<file path="config.mk">
export PLATFORM = sky130hd
export DESIGN_NAME = wdt_timer
export DESIGN_NICKNAME = d
export VERILOG_FILES = /design/src/rtl/wdt_pkg.sv /design/src/rtl/wdt_ctrl_reg.sv /design/src/rtl/wdt_fsm.sv /design/src/rtl/wdt_divider.sv /design/src/rtl/wdt_timer.sv
export SDC_FILE = /design/constraint.sdc
export NUM_CORES = 1
export LEC_CHECK = 0
export ABC_AREA = 1
export BUFFER_PORTS_ARGS = -buffer_cell sky130_fd_sc_hd__buf_2
export CAP_MARGIN = 0
export CORE_MARGIN = 4
export CORE_UTILIZATION = 50
export DETAILED_ROUTE_END_ITERATION = 10
export PLACE_DENSITY = 0.69
export SETUP_SLACK_MARGIN = 0.3
export SYNTH_ARGS = -nofsm -noshare
export SYNTH_HDL_FRONTEND = slang
export SYNTH_SLANG_ARGS = --single-unit
</file>
<file path="constraint.sdc">
create_clock -name clk -period 4.1 [get_ports clk]
set_input_delay 0.205 -clock clk [delete_from_list [all_inputs] [get_ports clk]]
set_output_delay 0.205 -clock clk [all_outputs]
set_load 0.1 [all_outputs]
</file>
<file path="src/rtl/wdt_pkg.sv">
package wdt_pkg;
    localparam int SEL_W = 4;
    localparam int CTL_W = SEL_W + 1;

    typedef enum logic [1:0] {
        ST_OFF  = 2'd0,
        ST_HOLD = 2'd1,
        ST_RUN  = 2'd2
    } wdt_state_t;

    typedef struct packed {
        logic [SEL_W-1:0] sel;
        logic             sw_en;
    } wdt_ctrl_t;
endpackage

</file>
<file path="src/rtl/wdt_ctrl_reg.sv">
module wdt_ctrl_reg
    import wdt_pkg::*;
#(
    parameter logic [SEL_W-1:0] RST_SEL = 4'd4
) (
    input  logic      clk,
    input  logic      rst_n,
    input  logic      wr,
    input  wdt_ctrl_t wdata,
    output wdt_ctrl_t q
);
    always_ff @(posedge clk or negedge rst_n) begin
        if (!rst_n) begin
            q.sel   <= RST_SEL;
            q.sw_en <= 1'b0;
        end else if (wr) begin
            q <= wdata;
        end
    end
endmodule

</file>
<file path="src/rtl/wdt_fsm.sv">
module wdt_fsm
    import wdt_pkg::*;
(
    input  logic       clk,
    input  logic       rst_n,
    input  logic       en,
    input  logic       ost_busy,
    output wdt_state_t state
);
    wdt_state_t nxt;

    always_comb begin
        nxt = state;
        unique case (state)
            ST_OFF:  nxt = ost_busy ? ST_HOLD : (en ? ST_RUN : ST_OFF);
            ST_HOLD: nxt = ost_busy ? ST_HOLD : (en ? ST_RUN : ST_OFF);
            ST_RUN:  nxt = ost_busy ? ST_HOLD : (en ? ST_RUN : ST_OFF);
            default: nxt = ST_OFF;
        endcase
    end

    always_ff @(posedge clk or negedge rst_n) begin
        if (!rst_n) state <= ST_OFF;
        else        state <= nxt;
    end
endmodule

</file>
<file path="src/rtl/wdt_divider.sv">
module wdt_divider #(
    parameter int W = 16
) (
    input  logic         clk,
    input  logic         rst_n,
    input  logic         clr,
    input  logic         step,
    input  logic [W-1:0] last,
    output logic         wrap
);
    logic [W-1:0] cnt;
    logic         hit;

    assign hit  = step && (cnt == last);
    assign wrap = hit && !clr;

    always_ff @(posedge clk or negedge rst_n) begin
        if (!rst_n)    cnt <= '0;
        else if (clr)  cnt <= '0;
        else if (hit)  cnt <= '0;
        else if (step) cnt <= cnt + 1'b1;
    end
endmodule

</file>
<file path="src/rtl/wdt_timer.sv">
module wdt_timer
    import wdt_pkg::*;
#(
    parameter int               PRE_MIN_LOG2 = 7,
    parameter int               PRE_MAX_LOG2 = 16,
    parameter int               POST_SEL_W   = 3,
    parameter logic [SEL_W-1:0] RST_SEL      = 4'd4
) (
    input  logic                  clk,
    input  logic                  rst_n,
    input  logic                  osc_tick,
    input  logic                  cfg_hw_en,
    input  logic                  ctl_wr,
    input  logic [CTL_W-1:0]      ctl_wdata,
    output logic [CTL_W-1:0]      ctl_rdata,
    input  logic                  post_assign,
    input  logic [POST_SEL_W-1:0] post_sel,
    input  logic                  clr_cmd,
    input  logic                  osc_fail,
    input  logic                  sleep_exit,
    input  logic                  xtal_src,
    input  logic                  ost_busy,
    output logic                  timeout
);
    localparam int PRE_CNT_W   = PRE_MAX_LOG2;
    localparam int POST_CNT_W  = (1 << POST_SEL_W) - 1;
    localparam int POST_FULL_W = POST_CNT_W + 1;

    wdt_ctrl_t  ctl;
    wdt_state_t state;
    logic       en, run_ok, clr_any, fire;
    logic       pre_wrap, post_wrap;
    int         pre_sh;
    logic [PRE_CNT_W:0]     pre_full;
    logic [PRE_CNT_W-1:0]   pre_last;
    logic [POST_FULL_W-1:0] post_full;
    logic [POST_CNT_W-1:0]  post_last;

    wdt_ctrl_reg #(.RST_SEL(RST_SEL)) u_reg (
        .clk   (clk),
        .rst_n (rst_n),
        .wr    (ctl_wr),
        .wdata (wdt_ctrl_t'(ctl_wdata)),
        .q     (ctl)
    );
    assign ctl_rdata = ctl;

    // configuration enable dominates the software bit
    assign en = cfg_hw_en | ctl.sw_en;

    wdt_fsm u_fsm (
        .clk      (clk),
        .rst_n    (rst_n),
        .en       (en),
        .ost_busy (ost_busy),
        .state    (state)
    );

    assign run_ok  = (state == ST_RUN) && en && !ost_busy;
    assign clr_any = clr_cmd | osc_fail | (sleep_exit & ~xtal_src) | ~run_ok;

    // prescaler terminal: 2^(min+sel) saturating at 2^max
    always_comb begin
        pre_sh = PRE_MIN_LOG2 + int'(ctl.sel);
        if (pre_sh > PRE_MAX_LOG2) pre_sh = PRE_MAX_LOG2;
        pre_full = {{PRE_CNT_W{1'b0}}, 1'b1} << pre_sh;
        pre_last = PRE_CNT_W'(pre_full - 1'b1);
    end

    always_comb begin
        post_full = {{POST_CNT_W{1'b0}}, 1'b1} << post_sel;
        post_last = POST_CNT_W'(post_full - 1'b1);
    end

    wdt_divider #(.W(PRE_CNT_W)) u_pre (
        .clk   (clk),
        .rst_n (rst_n),
        .clr   (clr_any),
        .step  (osc_tick & run_ok),
        .last  (pre_last),
        .wrap  (pre_wrap)
    );

    wdt_divider #(.W(POST_CNT_W)) u_post (
        .clk   (clk),
        .rst_n (rst_n),
        .clr   (clr_any | ~post_assign),
        .step  (pre_wrap & post_assign),
        .last  (post_last),
        .wrap  (post_wrap)
    );

    assign fire = post_assign ? post_wrap : pre_wrap;

    always_ff @(posedge clk or negedge rst_n) begin
        if (!rst_n) timeout <= 1'b0;
        else        timeout <= fire;
    end
endmodule

</file>
==> flow_summary_export.csv <==
group,metric,value,unit
run_status,status,"finished, final reports clean",
logic_synthesis,synth-seq-cells,31,
global_route,grt_pass1_wl,12.0,mm
detailed_routing,viasPerCell,5.18,
worst_setup_path,startpoint_type,"flop",
worst_setup_path,critical_path_class,"flop to flop",
detailed_routing,firstDrtPassIters,5,
clocking,cts_tree,"yes",
sta,fmax,308,MHz
power_and_ir_drop,irDropWorstVdd,0.201,mV
logic_synthesis,ys.flop_type,"dfrtp_1",
sta,period_needed,3.25,ns
sta,setup_violations,0,
min_path,worstHoldStart,"ctl_wdata[3]",
logic_synthesis,avgSynthCellArea,6.59,um2
clocking,clk_pin_slew_worst_paths,0.07,ns
logic_synthesis,synth_cells,438,
cells_and_area,layout-drive-gt1-share,16.5,%
logic_synthesis,yosysTopAreaCellShare,26.0,%
worst_setup_path,r2r_end,"u_pre.cnt[11]",
cells_and_area,stdcell_area,0.00320,mm2
cells_and_area,nFillCells,574,
clocking,cts_buffers,5,
worst_setup_path,critical_path_required,4.28,ns
detailed_routing,drtIter0Drc,181,
detailed_routing,routed_wl,6.86,mm
cells_and_area,final_util,57.7,%
logic_synthesis,yosysTopAreaCell,"dfrtp_1",
sta,finClkSkew,0.00306,ns
worst_setup_path,r2r_slack,0.85,ns
global_route,antenna_found_initial,0,
sta,rsz0062_at_grt,"false",
floorplanning,die_h,84.0,um
worst_setup_path,worstRegToRegCells,21,
logic_synthesis,synth-edff-count,0,
clocking,clkLatencyLatePin,0.28,ns
clocking,cts_resized,0,
clocking,cts.sink_count,31,
power_and_ir_drop,powerDensity,306,mW/mm2
detailed_routing,final_antenna_net_count,0,
clocking,htree_levels,2,
placement,gp_congestion,0.931,
power_and_ir_drop,power.total,979,uW
logic_synthesis,netlist_top_cells_area,"dfrtp_1 26%, nand2_1 15%, nand3_1 8.5%",
clocking,post-cts-setup-buffers,0,
placement,place_hpwl,5.52,mm
sta,hold_viol_final,0,
cells_and_area,insertedDiodeCount,0,
worst_setup_path,cp-end-kind,"flop",
sta,min_period_over_period,79.2,%
floorplanning,dieArea,0.00706,mm2
placement,place_ws,0.868,ns
sta,finalMaxSlewViolations,0,
detailed_routing,wl_per_cell,12.7,um
floorplanning,fp.dieW,84.0,um
cells_and_area,final_net_count,490,
min_path,hold_path_depth,3,
sta,max-slew-margin-rel,50.7,%
logic_synthesis,syn_nets,462,
logic_synthesis,ys_types,37,
global_route,grt_overflow,0,
sta,fin_ws,0.852,ns
clocking,root_buffer,"clkbuf_8",
placement,postPlaceCellArea,0.00307,mm2
logic_synthesis,async_flop_share,100,%
power_and_ir_drop,p_leak,0.00172,uW
sta,tns,0,ns
min_path,min_path_type,"input pin to flop",
worst_setup_path,reg2reg_from,"u_reg.q[1]",
floorplanning,core,0.00554,mm2
worst_setup_path,critPathMaxFanout,8,
logic_synthesis,synth_seq_area_share,26.9,%
detailed_routing,drc,0,
worst_setup_path,cp.arrival,3.42,ns
floorplanning,core.rowCount,27,
cells_and_area,area_delta_synth_final,10.7,%
global_route,grt_start_max_net_pins,32,
logic_synthesis,synth_warnings,0,
floorplanning,io-pin-count,25,
global_route,first_global_vias,2647,
floorplanning,start_util,52.1,%
logic_synthesis,synth_area,0.00289,mm2
detailed_routing,vias,2790,
job,cap_violations,0,
min_path,min_to,"u_reg.q[3]",
placement,port_buffers,24,
global_route,grtUsageTotal,20.6,%
sta,worst_pin_slew,0.733,ns
clocking,ctsLongestPathBuffers,2,
-- layout by cell type, fill, tap and decap left out, types with 2 or more instances in the layout --
cell      synthesis  final
o21ai_0          12     12
xnor2_1           3      3
nor4_1            3      3
nor3b_1           2      2
buf_2             1     24
ha_1              5      5
dfrtp_1          30     30
clkbuf_8          0      6
a221oi_1          2      2
inv_1            62     62
mux2_2            2      2
nand2_1         117    117
a21oi_1           5      5
nor2_4            5      5
nor2_2           10     10
nand3_1          49     49
inv_2             7      7
nand2_4           3      3
nand4_1          15     15
nand3_2           2      2
nor2_1           39     39
xor2_1           28     28
nand2_2           9      9
nand4_2           3      3
nand3b_1          2      2
nor3_1            8      8
-- state kept, by name (all words and copies together) (netlist names) --
name	count
u_post.cnt	7
u_fsm.state	2
timeout	1
u_pre.cnt	16
u_reg.q	5
-- synthesized netlist by cell type (all sizes together), types with 2 or more instances --
master,instances
a21oi,5
a221oi,2
buf,3
clkbuf,2
dfrtp,30
ha,5
inv,69
mux2,2
nand2,129
nand3,51
nand3b,2
nand4,19
nor2,54
nor3,8
nor3b,2
nor4,3
o21ai,14
xnor2,3
xor2,28
-- kinds of logic after synthesis --
group	Yosys count	synth area share, %
adder cells (fa/ha/maj)	5	2.17
buffers and inverters	75	10.3
multiplexers	2	0.780
other	1	0.130
AND/OR/NAND/NOR	268	45.1
flip-flops	31	26.9
AO/OA/AOI/OAI	25	5.24
XOR/XNOR	31	9.40
-- worst max-delay path by stage --
| stage | to | cells past startpoint | startpoint | slack (ns) |
|---|---|---|---|---|
| 2_1_floorplan | u_pre.cnt[10] | 19 | u_reg.q[1] | 0.60 |
| 3_3_place_gp | u_pre.cnt[14] | 21 | u_reg.q[1] | 1.03 |
| 6_report | u_pre.cnt[11] | 21 | u_reg.q[1] | 0.85 |
| 3_5_place_dp | u_pre.cnt[5] | 21 | u_reg.q[1] | 0.87 |
| 4_1_cts | u_pre.cnt[5] | 21 | u_reg.q[1] | 0.86 |
| 5_1_grt | u_pre.cnt[8] | 21 | u_reg.q[2] | 0.35 |
-- layout make-up --
| class | count | area, um2 | share of cell area [%] |
|---|---|---|---|
| clock inverter | 2 | 35.0 | 1.10 |
| inverter | 70 | 263 | 8.22 |
| clock buffer | 6 | 82.6 | 2.58 |
| timing repair buffer | 26 | 138 | 4.30 |
| tap | 72 | 90.1 | 2.82 |
| multi-input combinational | 332 | 1810 | 56.7 |
| sequential | 31 | 777 | 24.3 |
-- repair_timing --
action                                  in CTS  in global routing
endpoints found under the setup margin       0                  0
hold endpoints to repair                    30                  0
hold buffers                                 1                  0
-- report_power, final --
| group | internal (uW) | switching (uW) | total [uW] | leakage [uW] |
|---|---|---|---|---|
| Sequential | 313 | 6.61 | 319 | 0.000418 |
| Clock | 197 | 119 | 315 | 0.0000612 |
| Combinational | 102 | 242 | 344 | 0.00124 |
-- through the flow --
step	std cells	hold slack, ns
floorplan	438	-0.0906
global placement	530	0.294
detailed placement	530	0.296
CTS	539	0.127
global route	539	0.140
finish	539	0.128
-- routing by layer --
layer	global-route usage, %	up-vias	part of all wire [%]
li1	-	1452	-
met1	26.1	1272	47
met2	35.6	57	48
met3	3.46	9	4.0
met4	6.43	0	1.3
met5	0	-	0
-- worst max-delay path, cell delays in order (launching register included) --
cell and delay [ns]:
dfrtp_1 0.41, inv_2 0.11, ha_1 0.23, nand2_1 0.08, nand2_2 0.12, nand2_4 0.12, nor2_4 0.12, inv_2 0.03
nor2_1 0.14, nand2_2 0.10, ha_1 0.23, xor2_1 0.15, nor4_1 0.37, nand2_1 0.10, nor2_1 0.09, nand2_1 0.05
nor2_1 0.10, nand2_1 0.07, nor2_2 0.18, nand2_2 0.17, nand3_1 0.10, nand2_1 0.06
Power figures use the tool's default switching activity.
